File: config.mk
export PLATFORM = sky130hd
export DESIGN_NAME = pci_cfg_port_decoder
export DESIGN_NICKNAME = d
export VERILOG_FILES = /design/src/rtl/pcd_pkg.sv /design/src/rtl/pcd_classifier.sv /design/src/rtl/pcd_addr_reg.sv /design/src/rtl/pcd_target.sv /design/src/rtl/pci_cfg_port_decoder.sv
export SDC_FILE = /design/constraint.sdc
export NUM_CORES = 1
export LEC_CHECK = 0
export BUFFER_PORTS_ARGS = -buffer_cell sky130_fd_sc_hd__buf_2
export CELL_PAD_IN_SITES_DETAIL_PLACEMENT = 0
export CELL_PAD_IN_SITES_GLOBAL_PLACEMENT = 2
export CORE_MARGIN = 2
export CORE_UTILIZATION = 25
export CTS_CLUSTER_DIAMETER = 80
export CTS_CLUSTER_SIZE = 30
export DETAILED_ROUTE_END_ITERATION = 7
export HOLD_SLACK_MARGIN = 0.02
export PLACE_DENSITY_LB_ADDON = 0.1
export SYNTH_ARGS = -nofsm -noshare
export SYNTH_HDL_FRONTEND = slang
export SYNTH_HIERARCHICAL = 1
export SYNTH_SLANG_ARGS = --single-unit
export TNS_END_PERCENT = 5
File: constraint.sdc
create_clock -name clk -period 2.2 [get_ports clk]
set_input_delay 0.11 -clock clk [delete_from_list [all_inputs] [get_ports clk]]
set_output_delay 0.11 -clock clk [all_outputs]
set_load 0.05 [all_outputs]
File: src/rtl/pcd_pkg.sv
package pcd_pkg;
   typedef enum logic [1:0] {
      RT_NONE  = 2'd0,
      RT_IO    = 2'd1,
      RT_CFG   = 2'd2,
      RT_LOCAL = 2'd3
   } route_e;

   typedef enum logic [1:0] {
      CL_IDLE  = 2'd0,
      CL_ADDR  = 2'd1,
      CL_DATA  = 2'd2,
      CL_OTHER = 2'd3
   } class_e;

   localparam logic [1:0] SZ_DWORD = 2'd2;
endpackage

File: src/rtl/pcd_classifier.sv
module pcd_classifier
   import pcd_pkg::*;
#(
   parameter int PORT_W = 16,
   parameter logic [PORT_W-1:0] ADDR_PORT = 16'hCF8,
   parameter logic [PORT_W-1:0] DATA_PORT = 16'hCFC
) (
   input  logic              valid,
   input  logic [PORT_W-1:0] port,
   input  logic [1:0]        size,
   output class_e            cls
);
   logic hit_addr;
   logic hit_data;

   assign hit_addr = (port == ADDR_PORT) && (size == SZ_DWORD);
   assign hit_data = (port[PORT_W-1:2] == DATA_PORT[PORT_W-1:2]);

   always_comb begin
      if (!valid)        cls = CL_IDLE;
      else if (hit_addr) cls = CL_ADDR;
      else if (hit_data) cls = CL_DATA;
      else               cls = CL_OTHER;
   end
endmodule

File: src/rtl/pcd_addr_reg.sv
module pcd_addr_reg #(
   parameter int          REG_W   = 32,
   parameter logic [REG_W-1:0] RST_VAL = '0
) (
   input  logic             clk,
   input  logic             rst_n,
   input  logic             load,
   input  logic [REG_W-1:0] din,
   output logic [REG_W-1:0] q
);
   always_ff @(posedge clk or negedge rst_n) begin
      if (!rst_n)    q <= RST_VAL;
      else if (load) q <= din;
   end
endmodule

File: src/rtl/pcd_target.sv
module pcd_target
   import pcd_pkg::*;
#(
   parameter int PORT_W  = 16,
   parameter int PADDR_W = 64,
   parameter logic [PADDR_W-1:0] CFG_PREFIX = '0,
   parameter logic [PADDR_W-1:0] IO_PREFIX  = '0
) (
   input  class_e             cls,
   input  logic               write,
   input  logic [PORT_W-1:0]  port,
   input  logic [31:0]        cfg_q,
   output route_e             kind,
   output logic [PADDR_W-1:0] addr,
   output logic [31:0]        rdata,
   output logic               rdata_valid
);
   localparam int OFS_W = 31;

   logic [PADDR_W-1:0] cfg_ofs;
   logic [PADDR_W-1:0] io_ofs;
   logic               cfg_en;

   assign cfg_en = cfg_q[31];

   generate
      if (PADDR_W > OFS_W) begin : g_wide_cfg
         assign cfg_ofs = {{(PADDR_W-OFS_W){1'b0}}, cfg_q[30:2], port[1:0]};
      end else begin : g_exact_cfg
         assign cfg_ofs = {cfg_q[30:2], port[1:0]};
      end
      if (PADDR_W > PORT_W) begin : g_wide_io
         assign io_ofs = {{(PADDR_W-PORT_W){1'b0}}, port};
      end else begin : g_exact_io
         assign io_ofs = port;
      end
   endgenerate

   always_comb begin
      kind        = RT_NONE;
      addr        = '0;
      rdata       = '0;
      rdata_valid = 1'b0;
      unique case (cls)
         CL_IDLE: ;
         CL_ADDR: begin
            kind        = RT_LOCAL;
            rdata       = write ? 32'h0 : cfg_q;
            rdata_valid = !write;
         end
         CL_DATA: begin
            if (cfg_en) begin
               kind = RT_CFG;
               addr = CFG_PREFIX | cfg_ofs;
            end else begin
               kind        = RT_LOCAL;
               rdata       = write ? 32'h0 : 32'hFFFF_FFFF;
               rdata_valid = !write;
            end
         end
         CL_OTHER: begin
            kind = RT_IO;
            addr = IO_PREFIX | io_ofs;
         end
         default: ;
      endcase
   end
endmodule

File: src/rtl/pci_cfg_port_decoder.sv
module pci_cfg_port_decoder
   import pcd_pkg::*;
#(
   parameter int PORT_W  = 16,
   parameter int PADDR_W = 64,
   parameter logic [PORT_W-1:0]  ADDR_PORT  = 16'hCF8,
   parameter logic [PORT_W-1:0]  DATA_PORT  = 16'hCFC,
   parameter logic [PADDR_W-1:0] CFG_PREFIX = 64'hC000_0000_0000_0000,
   parameter logic [PADDR_W-1:0] IO_PREFIX  = 64'h8000_0000_0000_0000
) (
   input  logic               clk,
   input  logic               rst_n,
   input  logic               acc_valid,
   input  logic [PORT_W-1:0]  acc_port,
   input  logic [1:0]         acc_size,
   input  logic               acc_write,
   input  logic [31:0]        acc_wdata,
   output logic [1:0]         route_kind,
   output logic [PADDR_W-1:0] route_addr,
   output logic [31:0]        local_rdata,
   output logic               local_rdata_valid
);
   localparam int REG_W = 32;

   initial begin
      if (PORT_W < 3 || PORT_W > PADDR_W)
         $error("PORT_W must be between 3 and PADDR_W");
      if (PADDR_W < REG_W)
         $error("PADDR_W must be at least 32");
      if (DATA_PORT[1:0] != 2'b00)
         $error("DATA_PORT must be 4-aligned");
      if (ADDR_PORT[PORT_W-1:2] == DATA_PORT[PORT_W-1:2])
         $error("ADDR_PORT must not fall in the data-port group");
   end

   class_e           cls;
   route_e           kind;
   logic [REG_W-1:0] cfg_q;
   logic             cfg_load;

   pcd_classifier #(
      .PORT_W(PORT_W), .ADDR_PORT(ADDR_PORT), .DATA_PORT(DATA_PORT)
   ) u_cls (
      .valid(acc_valid), .port(acc_port), .size(acc_size), .cls(cls)
   );

   assign cfg_load = (cls == CL_ADDR) && acc_write;

   pcd_addr_reg #(.REG_W(REG_W), .RST_VAL('0)) u_reg (
      .clk(clk), .rst_n(rst_n), .load(cfg_load), .din(acc_wdata), .q(cfg_q)
   );

   pcd_target #(
      .PORT_W(PORT_W), .PADDR_W(PADDR_W),
      .CFG_PREFIX(CFG_PREFIX), .IO_PREFIX(IO_PREFIX)
   ) u_tgt (
      .cls(cls), .write(acc_write), .port(acc_port), .cfg_q(cfg_q),
      .kind(kind), .addr(route_addr), .rdata(local_rdata),
      .rdata_valid(local_rdata_valid)
   );

   assign route_kind = kind;
endmodule

[Yosys cells after proc, flatten, opt, wreduce, memory -nomap -nowiden]
Index checks and enable logic that the tools add are counted.
Word-level totals
  bits in registers: 32
  input bits: 54
Operators by class
  reductions and logical operators: 3
  muxes and demuxes: 13
  equal/unequal tests: 6
Operators by type and width (number)
  64-bit one-hot mux with 2 select lines: 1
  32-bit two-way mux: 3
  64-bit two-way mux: 1
  32-bit one-hot mux with 2 select lines: 1
  16-bit by 12-bit == test with 1-bit output (second input constant): 1
  14-bit by 10-bit == test with 1-bit output (second input constant): 1
  2-bit == test (second input constant): 3
  2-bit one-hot mux with 3 select lines: 1
  2-bit two-way mux: 2
  1-bit two-way mux: 3
  2-bit by 1-bit == test with 1-bit output (second input constant): 1
  1-bit logical AND: 2
  1-bit one-hot mux with 2 select lines: 1
  1-bit zero test: 1

[Logic depth before layout (Yosys ltp)]
Gate-level depths: netlist of run 1.
  depth in word-level cells: 6
  mapped depth: 9

[By module]
The synthesis of run 1 kept the hierarchy.
By module, submodules not included
  pcd_addr_reg: instances 1, area an instance 1345.0 um2, cells an instance 68
  pcd_target: instances 1, area an instance 1143.6 um2, cells an instance 162
  pcd_classifier: instances 1, area an instance 73.8 um2, cells an instance 9
  pci_cfg_port_decoder: instances 1, area an instance 8.8 um2, cells an instance 1

[Worst setup path before layout of run 1]
OpenSTA, ideal clock, no wires.
  kind: in2out
  start: input acc_port[12]
  end: output local_rdata[0]
  arrival: 2.284 ns
  stages: 7
  path slack: -0.194 ns
  required time: 2.090 ns
  buffers on the path: 1
  cell sequence: or3_1 nor4_2 a21boi_1 ha_1 or2_1 buf_2 a21oi_1
Between the ends
  cells in the longest elaborated chain, start to end: 6
  elaborated cells on any way between the ends: 9
Ends and longest elaborated chain
  start: declaration: line pci_cfg_port_decoder.sv:14  | input logic [PORT_W-1:0] acc_port,
  16-bit by 12-bit == test with 1-bit output (*): line pcd_classifier.sv:16  | assign hit_addr = (port == ADDR_PORT) && (size == SZ_DWORD);
  1-bit logical AND (*): line pcd_classifier.sv:16
  2-bit two-way mux (*): line pcd_classifier.sv:21  | else if (hit_addr) cls = CL_ADDR;
  2-bit two-way mux (*): line pcd_classifier.sv:20  | if (!valid) cls = CL_IDLE;
  named net cls[1]: line pci_cfg_port_decoder.sv:36  | class_e cls;
  2-bit == test or 2-bit by 1-bit == test with 1-bit output (tied branches): line pcd_target.sv:44  | unique case (cls)
  32-bit one-hot mux with 2 select lines (*): line pcd_target.sv:44
  end: declaration: line pci_cfg_port_decoder.sv:20  | output logic [31:0] local_rdata,
Mark *: on every way through the listed nets, which the timed path passes. The rest lies on a longest branch.

[Worst setup path in the final report of run 1]
  start: input acc_port[8]
  end: output local_rdata[30]
Same word-level chain as after synthesis.

==> results by group, run 1 <==
GRT
  • GRT overflow: 0
  • Largest net degree at the start of global routing: 33
  • Vias in the first global route: 2200
  • First-pass GRT wire length: 12.6 mm
  • Antenna violations before repair: 0
  • GRT Total Usage: 0.144

Critical path
  • Worst setup SP type: input pin
  • CP Max Fanout: 6
  • Setup crit end kind: primary output
  • Worst setup path class: in2out
  • Required @ worst endpoint: 2090 ps
  • Data arrival time of the worst path: 2040 ps

Cells and area
  • Syn-to-layout area delta: 55.8%
  • Largest register FFs: 32
  • Largest registers: u_reg/q: 32 flops
  • Post-route cell area: 4010 um2
  • Biggest register: u_reg/q
  • Layout cells sized above 1: 0.632
  • Most frequent cells in the layout: buf_2 (57), buf_6 (41), buf_4 (37)
  • Final nets: 432
  • Commonest non-fill, non-tap cell in the layout: buf_2
  • # diodes: 0

Hold path
  • HP Class: in2reg

Synthesis
  • Syn Area/Cell: 10.7 um2
  • Post-Synth XOR/XNOR Area: 0
  • Adder-Cell Fraction of Synth Area: 0.0195
  • Synth Area in Simple Gates: 0.123
  • Seq cells post-synth: 32
  • Synth warnings: 6
  • Post-Synthesis Cells: 240
  • Mux share of post-synthesis cell area: 0.184
  • Predominant post-synthesis flop cell: dfrtp_1
  • Post-synth ARST share: 1.00
  • EDFF count, synth: 0
  • Sequential share of the synthesized area: 0.311
  • Compound-Gate Fraction of Synth Area: 0.177
  • Netlist Area Pre-Place: 2570 um2
  • Main combinational cell family by area after synthesis: buffers and inverters
  • Distinct cells, synth: 30

Power and ir drop
  • Total power: 2.46 mW
  • Static leakage: 1.86 nW
  • PD cells: 613 nW/um2
  • Max VDD drop: 0.271 mV

Clock network
  • Postcts setup bufs: 0
  • CTS tree: built
  • Total CTS buffers: 5
  • # clock sinks: 32
  • Clk Latency, worst-skew pair: 280 ps
  • Root buffer cell: clkbuf_8
  • Largest buffer count on any clock path: 2
  • Clock slew at reported path FFs: 80 ps
  • CTS H-tree lvls: 2

Timing
  • Tmin final: 2150 ps
  • Setup WS post-layout: 53.7 ps
  • Slew Limit Fails: 0
  • Post-route setup TNS: 0 ps
  • Max Clk Rate: 0.466 GHz
  • Hold Vio Cnt, Final: 0
  • Final setup fails: 0
  • Worst Skew: 0 ps
  • Slew @ Worst Pin: 805 ps
  • Slew margin rel.: 0.463
  • Fin crit share: 0.976

Placement
  • PortBufs: 121
  • Placer Congestion: 0.694
  • Dpl hpwl: 5.64 mm
  • Pre-CTS setup slack: -148 ps
  • Placed inst area: 3260 um2

Routing
  • 1st-pass router iterations: 4
  • DRT iter0 DRCs: 93
  • Total number of vias: 2133
  • Routed length per placed instance: 15.9 um
  • Vias/cell: 4.17
  • DRC viols: 0
  • Post-route ant nets: 0
  • Final WL: 8.10 mm

Floorplanning
  • Core Rows: 37
  • Die W: 105 um
  • Core ar.: 10100 um2
  • Initial Util: 0.254
  • Top Ports: 153
  • Die area: 11100 um2
  • DIE HEIGHT: 105 um

Status
  • Status: complete, no violations

Flow run
  • Max capacitance violation total: 0
==> layer usage <==
metal	routed length, um	GRT usage	vias to the layer above
met5	0	0	-
met4	63	0.0286	0
met3	529	0.0383	7
met2	3760	0.227	83
met1	3740	0.199	1025
li1	-	-	1018
==> final timing paths <==
check	startpoint	end	slack, ps	depth (start not counted)
worst min-delay path	acc_wdata[25]	u_reg/q[25]$_DFFE_PN0P_	50	2
max in group asynchronous	rst_n	u_reg/q[22]$_DFFE_PN0P_	1250	2
worst min register to register	u_reg/q[0]$_DFFE_PN0P_	u_reg/q[0]$_DFFE_PN0P_	510	1
worst max register to register	u_reg/q[31]$_DFFE_PN0P_	u_reg/q[31]$_DFFE_PN0P_	1350	1
min in group asynchronous	rst_n	u_reg/q[20]$_DFFE_PN0P_	450	2
worst max-delay path	acc_port[8]	local_rdata[30]	50	9
==> stage by stage <==
step / hold WS, ps / util / cells
2_1_floorplan: -186 / - / 270
3_3_place_gp: 269 / 0.321 / 498
3_5_place_dp: 265 / 0.321 / 498
4_1_cts: 34.4 / 0.382 / 509
5_1_grt: 34.0 / 0.395 / 511
6_report: 47.2 / 0.395 / 511
==> cells by family (layout without fill, tap and decap cells) <==
kind of cell,count (synthesis),after routing
compound gates,53,53
fa+ha+maj,4,4
buf+inv,57,162
flops,32,32
mux,32,32
other cells,1,31
simple gates,61,61
==> synthesized netlist by cell type, drive strengths merged (3+ instances only) <==
cell / n / area (um2)
dfrtp: 32 / 801
a21oi: 33 / 278
ha: 4 / 50.1
buf: 52 / 454
a22o: 14 / 123
or2: 3 / 18.8
and2: 16 / 100
nand2: 32 / 120
inv: 5 / 18.8
mux2: 32 / 473
==> repair_timing <==
action	CTS	global route
endpoints found under the setup margin	63	65
endpoints found under the hold margin	32	0
gates resized for setup	126	18
gates cloned	2	2
pin swaps	4	5
hold buffers	1	0
==> layout make-up <==
type | count | area, um2
fillers | 1036 | 6130
multi-input cells | 181 | 1600
repair buffers | 149 | 1310
flip-flops and latches | 32 | 801
well taps | 136 | 170
clock buffers | 5 | 68.8
clock inverters | 3 | 42.5
inverters | 5 | 18.8
==> critical path, cell delays in order <==
cell and delay (ps):
buf_2 110, or2_4 260, nor4_4 320, a21boi_2 130, ha_4 260, or2_4 340, clkbuf_16 200, a21oi_4 130
buf_6 170
==> where the power goes <==
group,leakage (nW),internal [mW],switching [mW]
Combinational,1.43,0.443,0.641
Clock,0.0541,0.335,0.248
Sequential,0.379,0.700,0.0901
Note: power is estimated with default switching activity, not from simulation.
==> inputs of run 2 (changes only) <==
CORE_ASPECT_RATIO = 0.9   (was not set)
==> results by group, run 2 (synthesis gave the netlist of run 1 again) <==
Critical path
  • Slowest-stage cell, CP: or3_4 (was or2_4)
  • Worst r2r src: u_reg/q[31]$_DFFE_PN0P_ (unchanged)
  • CP cell instances: buf_2, or3_4, nor4_4, a21boi_1, inv_1, ha_1, or2_4, buf_12, a21oi_1, buf_4 (was buf_2, or2_4, nor4_4, a21boi_2, ha_4, or2_4, clkbuf_16, a21oi_4, buf_6)
  • CP Max Fanout: 19 (was 6)
  • Reg-to-reg slack, setup: 1370 ps (was 1350 ps)
  • Worst setup SP type: input pin (unchanged)
  • Worst setup path class: in2out (unchanged)
  • Required @ worst endpoint: 2090 ps (about the same)
  • Reg2Reg Depth: 1 (unchanged)
  • R2R Path End: u_reg/q[31]$_DFFE_PN0P_ (unchanged)
  • Data arrival time of the worst path: 2090 ps (was 2040 ps)
  • CP max stage delay: 390 ps (was 340 ps)
  • Setup crit end kind: primary output (unchanged)

Power and ir drop
  • Flop pwr share: 0.303 (was 0.322)
  • Clk network pwr share: 0.321 (was 0.237)
  • Int Pwr: 1.69 mW (was 1.48 mW)
  • Net switching power: 946 uW (was 979 uW)
  • Static leakage: 1.80 nW (was 1.86 nW)
  • Total power: 2.63 mW (was 2.46 mW)
  • Switching Fraction: 0.359 (was 0.398)
  • Logic pwr share: 0.376 (was 0.441)
  • PD cells: 701 nW/um2 (was 613 nW/um2)
  • Max VDD drop: 0.308 mV (was 0.271 mV)

Hold path
  • HP Class: in2reg (unchanged)
  • Min-delay src: acc_wdata[20] (was acc_wdata[25])
  • Cells on Worst Hold Path: 2 (unchanged)
  • Hold Path End: u_reg/q[20]$_DFFE_PN0P_ (was u_reg/q[25]$_DFFE_PN0P_)

GRT
  • GRT Total Usage: 0.131 (was 0.144)
  • Antenna violations before repair: 0 (unchanged)
  • Largest net degree at the start of global routing: 33 (unchanged)
  • First-pass GRT wire length: 11.6 mm (was 12.6 mm)
  • Vias in the first global route: 2120 (was 2200)
  • GRT overflow: 0 (unchanged)

Cells and area
  • Layout Cells excl Fill: 498 (was 511)
  • FILL cells: 1046 (was 1036)
  • Post-route cell area: 3760 um2 (was 4010 um2)
  • # diodes: 0 (unchanged)
  • Final nets: 426 (was 432)
  • Largest register FFs: 32 (unchanged)
  • Layout cells sized above 1: 0.607 (was 0.632)
  • Syn-to-layout area delta: 46.1% (was 55.8%)
  • Commonest non-fill, non-tap cell in the layout: buf_2 (unchanged)
  • Biggest register: u_reg/q (unchanged)
  • Largest registers: u_reg/q: 32 flops (unchanged)
  • Most frequent cells in the layout: buf_2 (57), buf_6 (32), dfrtp_1 (32), nand2_1 (32) (was buf_2 (57), buf_6 (41), buf_4 (37))

Timing
  • RSZ-0062 raised after global routing: true
  • Slew margin rel.: 0.458 (was 0.463)
  • Fin crit share: 1.00 (was 0.976)
  • Final setup fails: 1 (was 0)
  • Setup WS post-layout: -1.60 ps (was 53.7 ps)
  • Tmin final: 2200 ps (was 2150 ps)
  • Slew @ Worst Pin: 813 ps (was 805 ps)
  • Slew Limit Fails: 0 (unchanged)
  • Max Clk Rate: 0.454 GHz (was 0.466 GHz)
  • Hold Vio Cnt, Final: 0 (unchanged)
  • Worst Skew: 0 ps (unchanged)

Clock network
  • Clk Latency, worst-skew pair: 270 ps (was 280 ps)
  • Postcts setup bufs: 0 (unchanged)
  • # clock sinks: 32 (unchanged)
  • Total CTS buffers: 5 (unchanged)
  • CTS tree: built (unchanged)
  • Largest buffer count on any clock path: 2 (unchanged)
  • Root buffer cell: clkbuf_16 (was clkbuf_8)
  • Clock slew at reported path FFs: 50 ps (was 80 ps)
  • CTS H-tree lvls: 2 (unchanged)

Routing
  • DRT iter0 DRCs: 81 (was 93)
  • Routed length per placed instance: 14.9 um (was 15.9 um)
  • 1st-pass router iterations: 4 (unchanged)
  • Post-route ant nets: 0 (unchanged)
  • Final WL: 7.44 mm (was 8.10 mm)
  • DRC viols: 0 (unchanged)
  • Vias/cell: 4.19 (was 4.17)
  • Total number of vias: 2085 (was 2133)

Placement
  • Placer Congestion: 0.749 (was 0.694)
  • Placed Instances: 489 (was 498)
  • Placed inst area: 3250 um2 (was 3260 um2)
  • Dpl hpwl: 5.56 mm (was 5.64 mm)
  • PortBufs: 121 (unchanged)

Floorplanning
  • Die area: 11100 um2 (about the same)
  • DIE HEIGHT: 100 um (was 105 um)
  • Core ar.: 10100 um2 (about the same)
  • Core Rows: 35 (was 37)
  • Initial Util: 0.254 (about the same)
  • Die W: 111 um (was 105 um)
  • Top Ports: 153 (unchanged)

Flow run
  • Max capacitance violation total: 0 (unchanged)

Status
  • Failing checks: negative setup slack
  • Status: finished, violations left (was complete, no violations)
## run 2: layout make-up
cell class	count	area [um2]	area share
Multi-Input combinational cell	181	1450	0.387
Timing Repair Buffer	143	1140	0.304
Sequential cell	32	801	0.213
Tap cell	129	161	0.0430
Clock buffer	7	153	0.0406
Clock inverter	1	30.0	0.00799
Inverter	5	18.8	0.00500
## run 2: worst max-delay path by stage
stage / end / start / slack, ps
floorplan: local_rdata[0] / acc_port[12] / -190
global placement: local_rdata[31] / acc_port[12] / -200
detailed placement: local_rdata[11] / acc_port[12] / -190
CTS: local_rdata_valid / acc_port[12] / 10
global route: local_rdata[31] / acc_port[9] / -90
finish: local_rdata[31] / acc_port[12] / -2
## run 2: through the flow
step / TNS (ps) / setup WS, ps / hold slack, ps / util
4_1_cts: 0 / 13.1 / 59.0 / 0.352
2_1_floorplan: -1260 / -194 / -186 / -
3_3_place_gp: -7650 / -205 / 254 / 0.321
3_5_place_dp: -7540 / -192 / 256 / 0.321
6_report: -1.60 / -1.60 / 65.8 / 0.371
5_1_grt: -2540 / -87.5 / 61.1 / 0.371
## run 2: power groups by stage
stage / clock [mW] / combinational, mW / sequential (mW)
3_3_place_gp: 0 / 0.924 / 0.808
6_report: 0.845 / 0.990 / 0.799
5_1_grt: 0.893 / 1.05 / 0.817
2_1_floorplan: 0 / 0.780 / 0.773
3_5_place_dp: 0 / 0.923 / 0.809
4_1_cts: 0.870 / 0.958 / 0.800
## run 2: layer usage
metal / global-route usage / share of wire / vias up
met4: 0.0231 / 0.0042 / 0
met3: 0.0350 / 0.072 / 2
met1: 0.182 / 0.46 / 994
li1: - / - / 1003
met5: 0 / 0 / -
met2: 0.210 / 0.46 / 86
## run 2: repair_timing
action	CTS	global route
hold buffers	1	0
endpoints found under the setup margin	64	64
endpoints found under the hold margin	32	0
resized for setup	46	62
## run 2: critical path: cells and delay by family
family | cells | cell delay [ps]
adder cells (fa/ha/maj) | 1 | 240
AO/OA/AOI/OAI | 2 | 260
AND/OR/NAND/NOR | 3 | 890
buffers and inverters | 4 | 580
